[config.mk]
export PLATFORM = sky130hd
export DESIGN_NAME = cmp_timer_chan
export DESIGN_NICKNAME = d
export VERILOG_FILES = /design/src/rtl/cmp_timer_chan_pkg.sv /design/src/rtl/chan_regs.sv /design/src/rtl/chan_match.sv /design/src/rtl/chan_irq_route.sv /design/src/rtl/cmp_timer_chan.sv
export SDC_FILE = /design/constraint.sdc
export NUM_CORES = 1
export LEC_CHECK = 0
export ABC_CLOCK_PERIOD_IN_PS = 5550
export BUFFER_PORTS_ARGS = -buffer_cell sky130_fd_sc_hd__buf_2
export CORE_UTILIZATION = 55
export CTS_CLUSTER_SIZE = 28
export DETAILED_ROUTE_END_ITERATION = 8
export GPL_ROUTABILITY_DRIVEN = 0
export HOLD_SLACK_MARGIN = 0.06
export PLACE_DENSITY = 0.74
export REMOVE_ABC_BUFFERS = 1
export SYNTH_ARGS = -nofsm -noshare
export SYNTH_HDL_FRONTEND = slang
export SYNTH_SLANG_ARGS = --single-unit
[constraint.sdc]
create_clock -name clk -period 5.55 [get_ports clk]
set_input_delay 0.2775 -clock clk [delete_from_list [all_inputs] [get_ports clk]]
set_output_delay 0.2775 -clock clk [all_outputs]
set_load 0.05 [all_outputs]
[src/rtl/cmp_timer_chan_pkg.sv]
package cmp_timer_chan_pkg;

  // config word bit positions
  localparam int CFG_EN_B   = 1;
  localparam int CFG_PER_B  = 2;
  localparam int CFG_PCAP_B = 3;
  localparam int CFG_WCAP_B = 4;
  localparam int CFG_SETV_B = 5;
  localparam int CFG_M32_B  = 6;
  localparam int CFG_RT_LSB = 7;
  localparam int RT_W       = 5;

  typedef enum logic [2:0] {
    SEL_CFG    = 3'd0,
    SEL_CAP    = 3'd1,
    SEL_CMP_LO = 3'd2,
    SEL_CMP_HI = 3'd3
  } word_sel_e;

  typedef struct packed {
    logic [RT_W-1:0] route;
    logic            m32;
    logic            per;
    logic            en;
  } chan_cfg_t;

endpackage

[src/rtl/chan_regs.sv]
module chan_regs
  import cmp_timer_chan_pkg::*;
#(
  parameter int          DW       = 32,
  parameter logic [31:0] CAP_WORD = 32'h0000_0C20
) (
  input  logic              clk,
  input  logic              rst_n,
  input  logic              we,
  input  logic [2:0]        sel,
  input  logic [DW-1:0]     wdata,
  input  logic              adv,
  output chan_cfg_t         cfg,
  output logic [2*DW-1:0]   cmp,
  output logic              cmp_wr,
  output logic [DW-1:0]     rdata
);
  localparam int CW = 2 * DW;

  logic            en_q, en_d, per_q, per_d, setv_q, setv_d, m32_q, m32_d;
  logic [RT_W-1:0] rt_q, rt_d;
  logic [CW-1:0]   cmp_q, cmp_d, prd_q, prd_d;
  logic            wr_cfg, wr_lo, wr_hi, ld_en;
  word_sel_e       sel_e;

  assign sel_e  = word_sel_e'(sel);
  assign wr_cfg = we && (sel_e == SEL_CFG);
  assign wr_lo  = we && (sel_e == SEL_CMP_LO);
  assign wr_hi  = we && (sel_e == SEL_CMP_HI);
  assign ld_en  = wr_cfg || wr_lo || wr_hi || adv;

  always_comb begin
    en_d   = en_q;
    per_d  = per_q;
    setv_d = setv_q;
    m32_d  = m32_q;
    rt_d   = rt_q;
    cmp_d  = cmp_q;
    prd_d  = prd_q;
    if (adv) begin
      if (m32_q) cmp_d = {{DW{1'b0}}, cmp_q[DW-1:0] + prd_q[DW-1:0]};
      else       cmp_d = cmp_q + prd_q;
    end
    if (wr_cfg) begin
      en_d   = wdata[CFG_EN_B];
      per_d  = wdata[CFG_PER_B];
      setv_d = wdata[CFG_SETV_B];
      m32_d  = wdata[CFG_M32_B];
      rt_d   = wdata[CFG_RT_LSB +: RT_W];
      if (wdata[CFG_M32_B]) begin
        cmp_d[CW-1:DW] = '0;
        prd_d[CW-1:DW] = '0;
      end
    end
    if (wr_lo) begin
      if (!per_q || setv_q) cmp_d[DW-1:0] = wdata;
      if (per_q) begin
        if (m32_q) prd_d[DW-1:0] = {1'b0, wdata[DW-2:0]};
        else       prd_d[DW-1:0] = wdata;
      end
      setv_d = 1'b0;
    end
    if (wr_hi) begin
      if (!m32_q) begin
        if (!per_q || setv_q) cmp_d[CW-1:DW] = wdata;
        else                  prd_d[CW-1:DW] = {1'b0, wdata[DW-2:0]};
      end
      setv_d = 1'b0;
    end
  end

  always_ff @(posedge clk or negedge rst_n) begin
    if (!rst_n) begin
      en_q   <= 1'b0;
      per_q  <= 1'b0;
      setv_q <= 1'b0;
      m32_q  <= 1'b0;
      rt_q   <= '0;
      cmp_q  <= '1;
      prd_q  <= '0;
    end else if (ld_en) begin
      en_q   <= en_d;
      per_q  <= per_d;
      setv_q <= setv_d;
      m32_q  <= m32_d;
      rt_q   <= rt_d;
      cmp_q  <= cmp_d;
      prd_q  <= prd_d;
    end
  end

  always_comb begin
    rdata = '0;
    unique case (sel_e)
      SEL_CFG: begin
        rdata[CFG_EN_B]              = en_q;
        rdata[CFG_PER_B]             = per_q;
        rdata[CFG_PCAP_B]            = 1'b1;
        rdata[CFG_WCAP_B]            = 1'b1;
        rdata[CFG_SETV_B]            = setv_q;
        rdata[CFG_M32_B]             = m32_q;
        rdata[CFG_RT_LSB +: RT_W]    = rt_q;
      end
      SEL_CAP:    rdata = CAP_WORD[DW-1:0];
      SEL_CMP_LO: rdata = cmp_q[DW-1:0];
      SEL_CMP_HI: rdata = cmp_q[CW-1:DW];
      default:    rdata = '0;
    endcase
  end

  assign cfg    = '{route: rt_q, m32: m32_q, per: per_q, en: en_q};
  assign cmp    = cmp_q;
  assign cmp_wr = wr_lo || wr_hi;

  AST_SETVAL_CLEARS: assert property (@(posedge clk) disable iff (!rst_n)
    (wr_lo || wr_hi) |=> !setv_q);
  AST_PERIOD_MSB: assert property (@(posedge clk) disable iff (!rst_n)
    (wr_lo && per_q && m32_q && !setv_q) |=> !prd_q[DW-1]);
  AST_UPPER_ZERO: assert property (@(posedge clk) disable iff (!rst_n)
    m32_q |-> (cmp_q[CW-1:DW] == '0));

endmodule

[src/rtl/chan_match.sv]
module chan_match #(
  parameter int DW = 32
) (
  input  logic            clk,
  input  logic            rst_n,
  input  logic [2*DW-1:0] count,
  input  logic [2*DW-1:0] cmp,
  input  logic            per,
  input  logic            m32,
  input  logic            glb_en,
  input  logic            cmp_wr,
  output logic            fire,
  output logic            adv
);
  localparam int CW = 2 * DW;

  logic          glb_q, armed_q, armed_d, catch_q, catch_d, wrap_q, wrap_d;
  logic [CW-1:0] diff;
  logic          reached, eq, glb_rise, arm_set, match_ev, wrap_ev;

  assign diff     = count - cmp;
  assign reached  = m32 ? !diff[DW-1] : !diff[CW-1];
  assign eq       = m32 ? (diff[DW-1:0] == '0) : (diff == '0);
  assign glb_rise = glb_en && !glb_q;
  assign arm_set  = (cmp_wr && glb_en) || (glb_rise && (cmp != '1));

  // an exact hit always fires; a passed comparator fires only when not catching up
  assign match_ev = armed_q && (eq || (reached && !catch_q));
  assign wrap_ev  = armed_q && m32 && !per && !wrap_q && !match_ev &&
                    (count[DW-1:0] == '1);
  assign fire     = match_ev || wrap_ev;
  assign adv      = armed_q && per && reached;

  always_comb begin
    armed_d = armed_q;
    catch_d = catch_q;
    wrap_d  = wrap_q;
    if (!glb_en) begin
      armed_d = 1'b0;
    end else if (arm_set) begin
      armed_d = 1'b1;
      catch_d = 1'b0;
      wrap_d  = 1'b0;
    end else begin
      if (match_ev && !per) armed_d = 1'b0;
      if (match_ev && per)  catch_d = 1'b1;
      else if (!reached)    catch_d = 1'b0;
      if (wrap_ev)          wrap_d  = 1'b1;
    end
  end

  always_ff @(posedge clk or negedge rst_n) begin
    if (!rst_n) begin
      glb_q   <= 1'b0;
      armed_q <= 1'b0;
      catch_q <= 1'b0;
      wrap_q  <= 1'b0;
    end else begin
      glb_q   <= glb_en;
      armed_q <= armed_d;
      catch_q <= catch_d;
      wrap_q  <= wrap_d;
    end
  end

  AST_ONESHOT_DISARM: assert property (@(posedge clk) disable iff (!rst_n)
    (match_ev && !per && !arm_set) |=> !armed_q);
  AST_WRAP_ONCE: assert property (@(posedge clk) disable iff (!rst_n)
    (wrap_ev && !arm_set) |=> !wrap_ev);
  AST_OFF_DISARMS: assert property (@(posedge clk) disable iff (!rst_n)
    !glb_en |=> !fire);

endmodule

[src/rtl/chan_irq_route.sv]
module chan_irq_route
  import cmp_timer_chan_pkg::*;
#(
  parameter int NL      = 32,
  parameter int CHAN_ID = 0
) (
  input  logic            clk,
  input  logic            rst_n,
  input  logic            fire,
  input  logic            en,
  input  logic            glb_en,
  input  logic            legacy,
  input  logic [RT_W-1:0] route,
  output logic [NL-1:0]   irq
);
  localparam int LW = $clog2(NL);

  logic          has_leg;
  logic [LW-1:0] leg_line, line;
  logic [NL-1:0] irq_q, irq_d;

  generate
    if (CHAN_ID == 0) begin : g_leg_ch0
      assign has_leg  = 1'b1;
      assign leg_line = LW'(0);
    end else if (CHAN_ID == 1) begin : g_leg_ch1
      assign has_leg  = 1'b1;
      assign leg_line = LW'(8);
    end else begin : g_leg_none
      assign has_leg  = 1'b0;
      assign leg_line = '0;
    end
  endgenerate

  assign line = (legacy && has_leg) ? leg_line : LW'(route);

  always_comb begin
    irq_d = '0;
    if (fire && en && glb_en) irq_d[line] = 1'b1;
  end

  always_ff @(posedge clk or negedge rst_n) begin
    if (!rst_n) irq_q <= '0;
    else        irq_q <= irq_d;
  end

  assign irq = irq_q;

  AST_IRQ_ONEHOT: assert property (@(posedge clk) disable iff (!rst_n)
    $onehot0(irq_q));
  AST_IRQ_NEEDS_GLB: assert property (@(posedge clk) disable iff (!rst_n)
    (irq_q != '0) |-> $past(glb_en));

endmodule

[src/rtl/cmp_timer_chan.sv]
module cmp_timer_chan
  import cmp_timer_chan_pkg::*;
#(
  parameter int          DW       = 32,
  parameter int          NL       = 32,
  parameter int          CHAN_ID  = 0,
  parameter logic [31:0] CAP_WORD = 32'h0000_0C20
) (
  input  logic            clk,
  input  logic            rst_n,
  input  logic [2*DW-1:0] main_count,
  input  logic            glb_en,
  input  logic            glb_legacy,
  input  logic            reg_we,
  input  logic [2:0]      reg_sel,
  input  logic [DW-1:0]   reg_wdata,
  output logic [DW-1:0]   reg_rdata,
  output logic [NL-1:0]   irq_out
);
  chan_cfg_t       cfg;
  logic [2*DW-1:0] cmp;
  logic            cmp_wr, fire, adv;

  chan_regs #(.DW(DW), .CAP_WORD(CAP_WORD)) u_regs (
    .clk(clk), .rst_n(rst_n), .we(reg_we), .sel(reg_sel), .wdata(reg_wdata),
    .adv(adv), .cfg(cfg), .cmp(cmp), .cmp_wr(cmp_wr), .rdata(reg_rdata)
  );

  chan_match #(.DW(DW)) u_match (
    .clk(clk), .rst_n(rst_n), .count(main_count), .cmp(cmp), .per(cfg.per),
    .m32(cfg.m32), .glb_en(glb_en), .cmp_wr(cmp_wr), .fire(fire), .adv(adv)
  );

  chan_irq_route #(.NL(NL), .CHAN_ID(CHAN_ID)) u_route (
    .clk(clk), .rst_n(rst_n), .fire(fire), .en(cfg.en), .glb_en(glb_en),
    .legacy(glb_legacy), .route(cfg.route), .irq(irq_out)
  );

endmodule

==> PnR_summary.wiki <==
{| class="wikitable"
! Metric !! Value
|-
| CTS sink count || 173
|-
| Final layout net count || 2500
|-
| Capturing instance or port of the critical path || u_route.irq[3]$_DFF_PN0_
|-
| Insertion delay to the later sink of the worst-skew pair || 0.46 ns
|-
| Detailed-router iteration count before antenna repair || 8
|-
| Number of synthesized register bits || 173
|-
| Post-synthesis instance area || 0.0169 mm²
|-
| Post-placement cell count || 2637
|-
| Startpoint-to-endpoint class of the critical path || register to register
|-
| Worst slack, placed || 0.412 ns
|-
| Dominant cell type by area after synthesis || sky130_fd_sc_hd__dfrtp_1
|-
| Worst clock skew || 0.0104 ns
|-
| Maximum buffer depth of the clock tree || 2
|-
| Antenna-violating nets left || 0
|-
| Final max-slew violation count || 0
|-
| Relative slew margins || 25.1%
|-
| Crit path required time || 5.88 ns
|-
| Clock tree from TritonCTS || yes
|-
| Most used flip-flop cell after synthesis || sky130_fd_sc_hd__dfrtp_1
|-
| Share of synthesized flip-flops with an asynchronous set or reset || 100%
|-
| Launch instance of the worst register-to-register path || u_regs.cmp[12]$_DFFE_PN1P_
|-
| Register-to-register setup slack || 0.24 ns
|-
| Count of input and output buffers || 167
|-
| DRC viols || 0
|-
| Number of synthesized flops with an enable pin || 0
|-
| Antenna fix cells || 0
|-
| Total of warnings raised by yosys || 0
|-
| Average wire per standard cell || 24.6 µm
|-
| Setup repair after global routing missed its margin || false
|-
| Fin crit period || 5.31 ns
|-
| Class of the worst hold path || primary input to register
|-
| Filler cell count || 2713
|-
| Finish-stage setup viols || 0
|-
| Share of cells above drive strength 1 || 16.8%
|-
| Antenna violations before repair || 0
|-
| Total track usage || 41.4%
|-
| Vias per cell || 7.03
|-
| Sequential cell area fraction in the yosys report || 26.1%
|-
| Die H || 177 µm
|-
| Core Area || 0.0300 mm²
|-
| Post-synthesis to final-layout area growth || 10.1%
|-
| Maximum achievable frequency || 0.188 GHz
|-
| MaxCap Viol Count || 0
|-
| Crit path DAT || 5.64 ns
|-
| Number of DRC markers in iteration 0 || 2660
|-
| Initial core utilization || 56.4%
|-
| Leading post-synthesis cells by cell area || sky130_fd_sc_hd__dfrtp_1 (16%), sky130_fd_sc_hd__dfstp_2 (10%), sky130_fd_sc_hd__ha_1 (9.3%)
|-
| Top-Level Pins || 168
|-
| Number of buffers created by CTS || 17
|-
| Mean area per synthesized cell || 7.79 µm²
|-
| Number of cells on the worst hold path || 3
|-
| Final count of hold timing violations || 0
|-
| Clock H-tree levels || 4
|-
| Critical path launch point type || register
|-
| Power consumption || 10.7 mW
|-
| Worst Reg2Reg Path Length in Cells || 14
|-
| Final cycle utilization of the critical path || 95.6%
|-
| Standby leakage power || 8.05 nW
|-
| Reg2Reg Capture Point || u_route.irq[3]$_DFF_PN0_
|-
| Measured slew at the worst slew-check pin || 1.12 ns
|-
| Power density relative to cell area || 573 mW/mm²
|-
| Share of the synthesized area in the top cell type || 16.1%
|-
| Vias after detailed routing || 18800
|-
| Result of the run || finished, final reports clean
|-
| Total Die Area || 0.0314 mm²
|-
| Maximum fanout along the worst path || 32
|-
| Post-placement cell area || 0.0180 mm²
|-
| Count of buffers added by post-CTS timing repair for setup || 0
|-
| CTS root buf || sky130_fd_sc_hd__clkbuf_16
|-
| Largest net degree at the start of global routing || 88
|-
| Top cell types by occurrence after synthesis || sky130_fd_sc_hd__nand2_1 (229), sky130_fd_sc_hd__a21oi_1 (220), sky130_fd_sc_hd__nor2_1 (188)
|-
| Final std cell area, no fill || 0.0186 mm²
|-
| Post-Route WL || 65800 µm
|-
| Total Negative Setup Slacks || 0 ns
|-
| First-pass GRT wire length || 99100 µm
|-
| Clock-pin slew on the worst setup and hold paths || 0.08 ns
|-
| Library cell with the highest instance count after synthesis || sky130_fd_sc_hd__nand2_1
|-
| Die X || 177 µm
|-
| Worst ir drop on vdd || 0.263 mV
|-
| Origin of the worst setup path || u_regs.cmp[12]$_DFFE_PN1P_
|-
| Worst Slack Setup Final || 0.244 ns
|-
| Total grt overflow || 0
|-
| Count of distinct cell types in the synthesized netlist || 88
|-
| Startpoint of the worst hold path || reg_wdata[27]
|-
| Placement row count || 63
|-
| Number of global-route vias before repair || 17400
|-
| Sum of net half-perimeters after detailed placement || 51100 µm
|-
| Count of mapped cells out of synthesis || 2170
|-
| Worst setup EP type || register
|-
| Cell Count, Final, Fillers Out || 2672
|}
## metal layers
metal,track usage (%),share of wire (%),up-vias
met1,51.8,36,8805
met3,11.6,13,330
met5,0,0,-
met2,62.0,43,1344
met4,27.5,7.8,0
li1,-,-,8299
## worst min-delay path by stage
stage                                         to  slack, ns
global route          u_regs.cmp[27]$_DFFE_PN1P_        0.1
floorplan            u_match.armed_q$_DFFE_PN0P_      -0.02
CTS                 u_regs.prd_q[59]$_DFFE_PN0P_       0.08
detailed placement  u_regs.prd_q[38]$_DFFE_PN0P_       0.41
finish              u_regs.prd_q[59]$_DFFE_PN0P_       0.09
global placement    u_regs.prd_q[36]$_DFFE_PN0P_       0.40
## worst max-delay path, cell delays in order, from the launching register on
cell	delay, ns
sky130_fd_sc_hd__dfstp_2	0.57
sky130_fd_sc_hd__inv_1	0.17
sky130_fd_sc_hd__ha_1	0.57
sky130_fd_sc_hd__nand4_1	0.25
sky130_fd_sc_hd__or3_1	0.49
sky130_fd_sc_hd__o21a_1	0.23
sky130_fd_sc_hd__and2_1	0.22
sky130_fd_sc_hd__a21boi_1	0.31
sky130_fd_sc_hd__nor3b_1	0.13
sky130_fd_sc_hd__nor3_1	0.41
sky130_fd_sc_hd__nor2_1	0.26
sky130_fd_sc_hd__nor4_1	0.40
sky130_fd_sc_hd__nand4_1	0.26
sky130_fd_sc_hd__o311a_4	0.52
sky130_fd_sc_hd__nor4b_1	0.38
## registers in the layout (all words and copies together), names as in the netlist
signal,cells
u_regs.cmp,64
u_regs.prd_q,64
u_route.irq,32
u_regs.rt_q,5
u_match.armed_q,1
u_match.catch_q,1
u_match.glb_q,1
u_match.wrap_q,1
u_regs.en_q,1
u_regs.m32_q,1
u_regs.per_q,1
u_regs.setv_q,1
## per-stage QoR
step	util (%)	hold WS (ns)
after floorplan	-	-0.0181
after global placement	60.0	0.399
after detailed placement	60.0	0.413
after CTS	62.1	0.0843
after global routing	62.1	0.0964
final	62.1	0.0909
## where the power goes
part / total [mW] / leakage [nW] / switching, mW / internal [mW]
clock: 1.23 / 0.281 / 0.623 / 0.608
combinational: 7.06 / 5.67 / 4.51 / 2.54
sequential: 2.37 / 2.10 / 0.577 / 1.79
## logic make-up after synthesis
group	after synthesis	synth area share [%]
adders and majority gates	127	9.45
DFF	173	26.1
and+or+nand+nor	776	22.8
buffers and inverters	233	5.51
muxes	58	3.74
xor gates and xnor gates	74	3.84
AOI/OAI and AO/OA	729	28.6
## timing repair
item / in CTS / in global routing
hold endpoints to repair: 48 / 0
setup endpoints to repair: 0 / 4
hold buffers: 3 / 0
resized for setup: 0 / 1
## cell usage in the layout (no fill, tap or decap), drive strengths merged, types with 11 or more instances in the layout
master / Yosys / layout
a211oi: 19 / 19
a21o: 54 / 54
a21oi: 222 / 222
a222oi: 15 / 15
a22o: 23 / 23
a22oi: 11 / 11
a31oi: 24 / 24
and2: 13 / 13
and3: 18 / 18
buf: 22 / 195
clkbuf: 96 / 17
dfrtp: 109 / 109
dfstp: 64 / 64
ha: 126 / 126
inv: 115 / 123
mux2: 41 / 41
mux2i: 17 / 17
nand2: 229 / 229
nand2b: 13 / 13
nand3: 45 / 45
nand4: 78 / 78
nor2: 188 / 188
nor2b: 23 / 23
nor3: 46 / 46
nor3b: 12 / 12
nor4: 39 / 39
nor4b: 15 / 15
o211ai: 18 / 18
o21a: 36 / 36
o21ai: 147 / 147
o21bai: 19 / 19
o31ai: 14 / 14
or2: 12 / 12
or3: 21 / 21
xnor2: 45 / 45
xor2: 29 / 29
## cell type report
class                           count  area [µm²]  share of cell area [%]
Clock inverter                     15         170                   0.915
Multi-Input combinational cell   1764       11600                    62.3
Sequential cell                   173        4410                    23.7
Timing Repair Buffer              198        1080                    5.82
Inverter                          115         432                    2.32
Clock buffer                       17         425                    2.29
Tap cell                          390         488                    2.62
No activity file was read; power rests on OpenSTA's default activity.
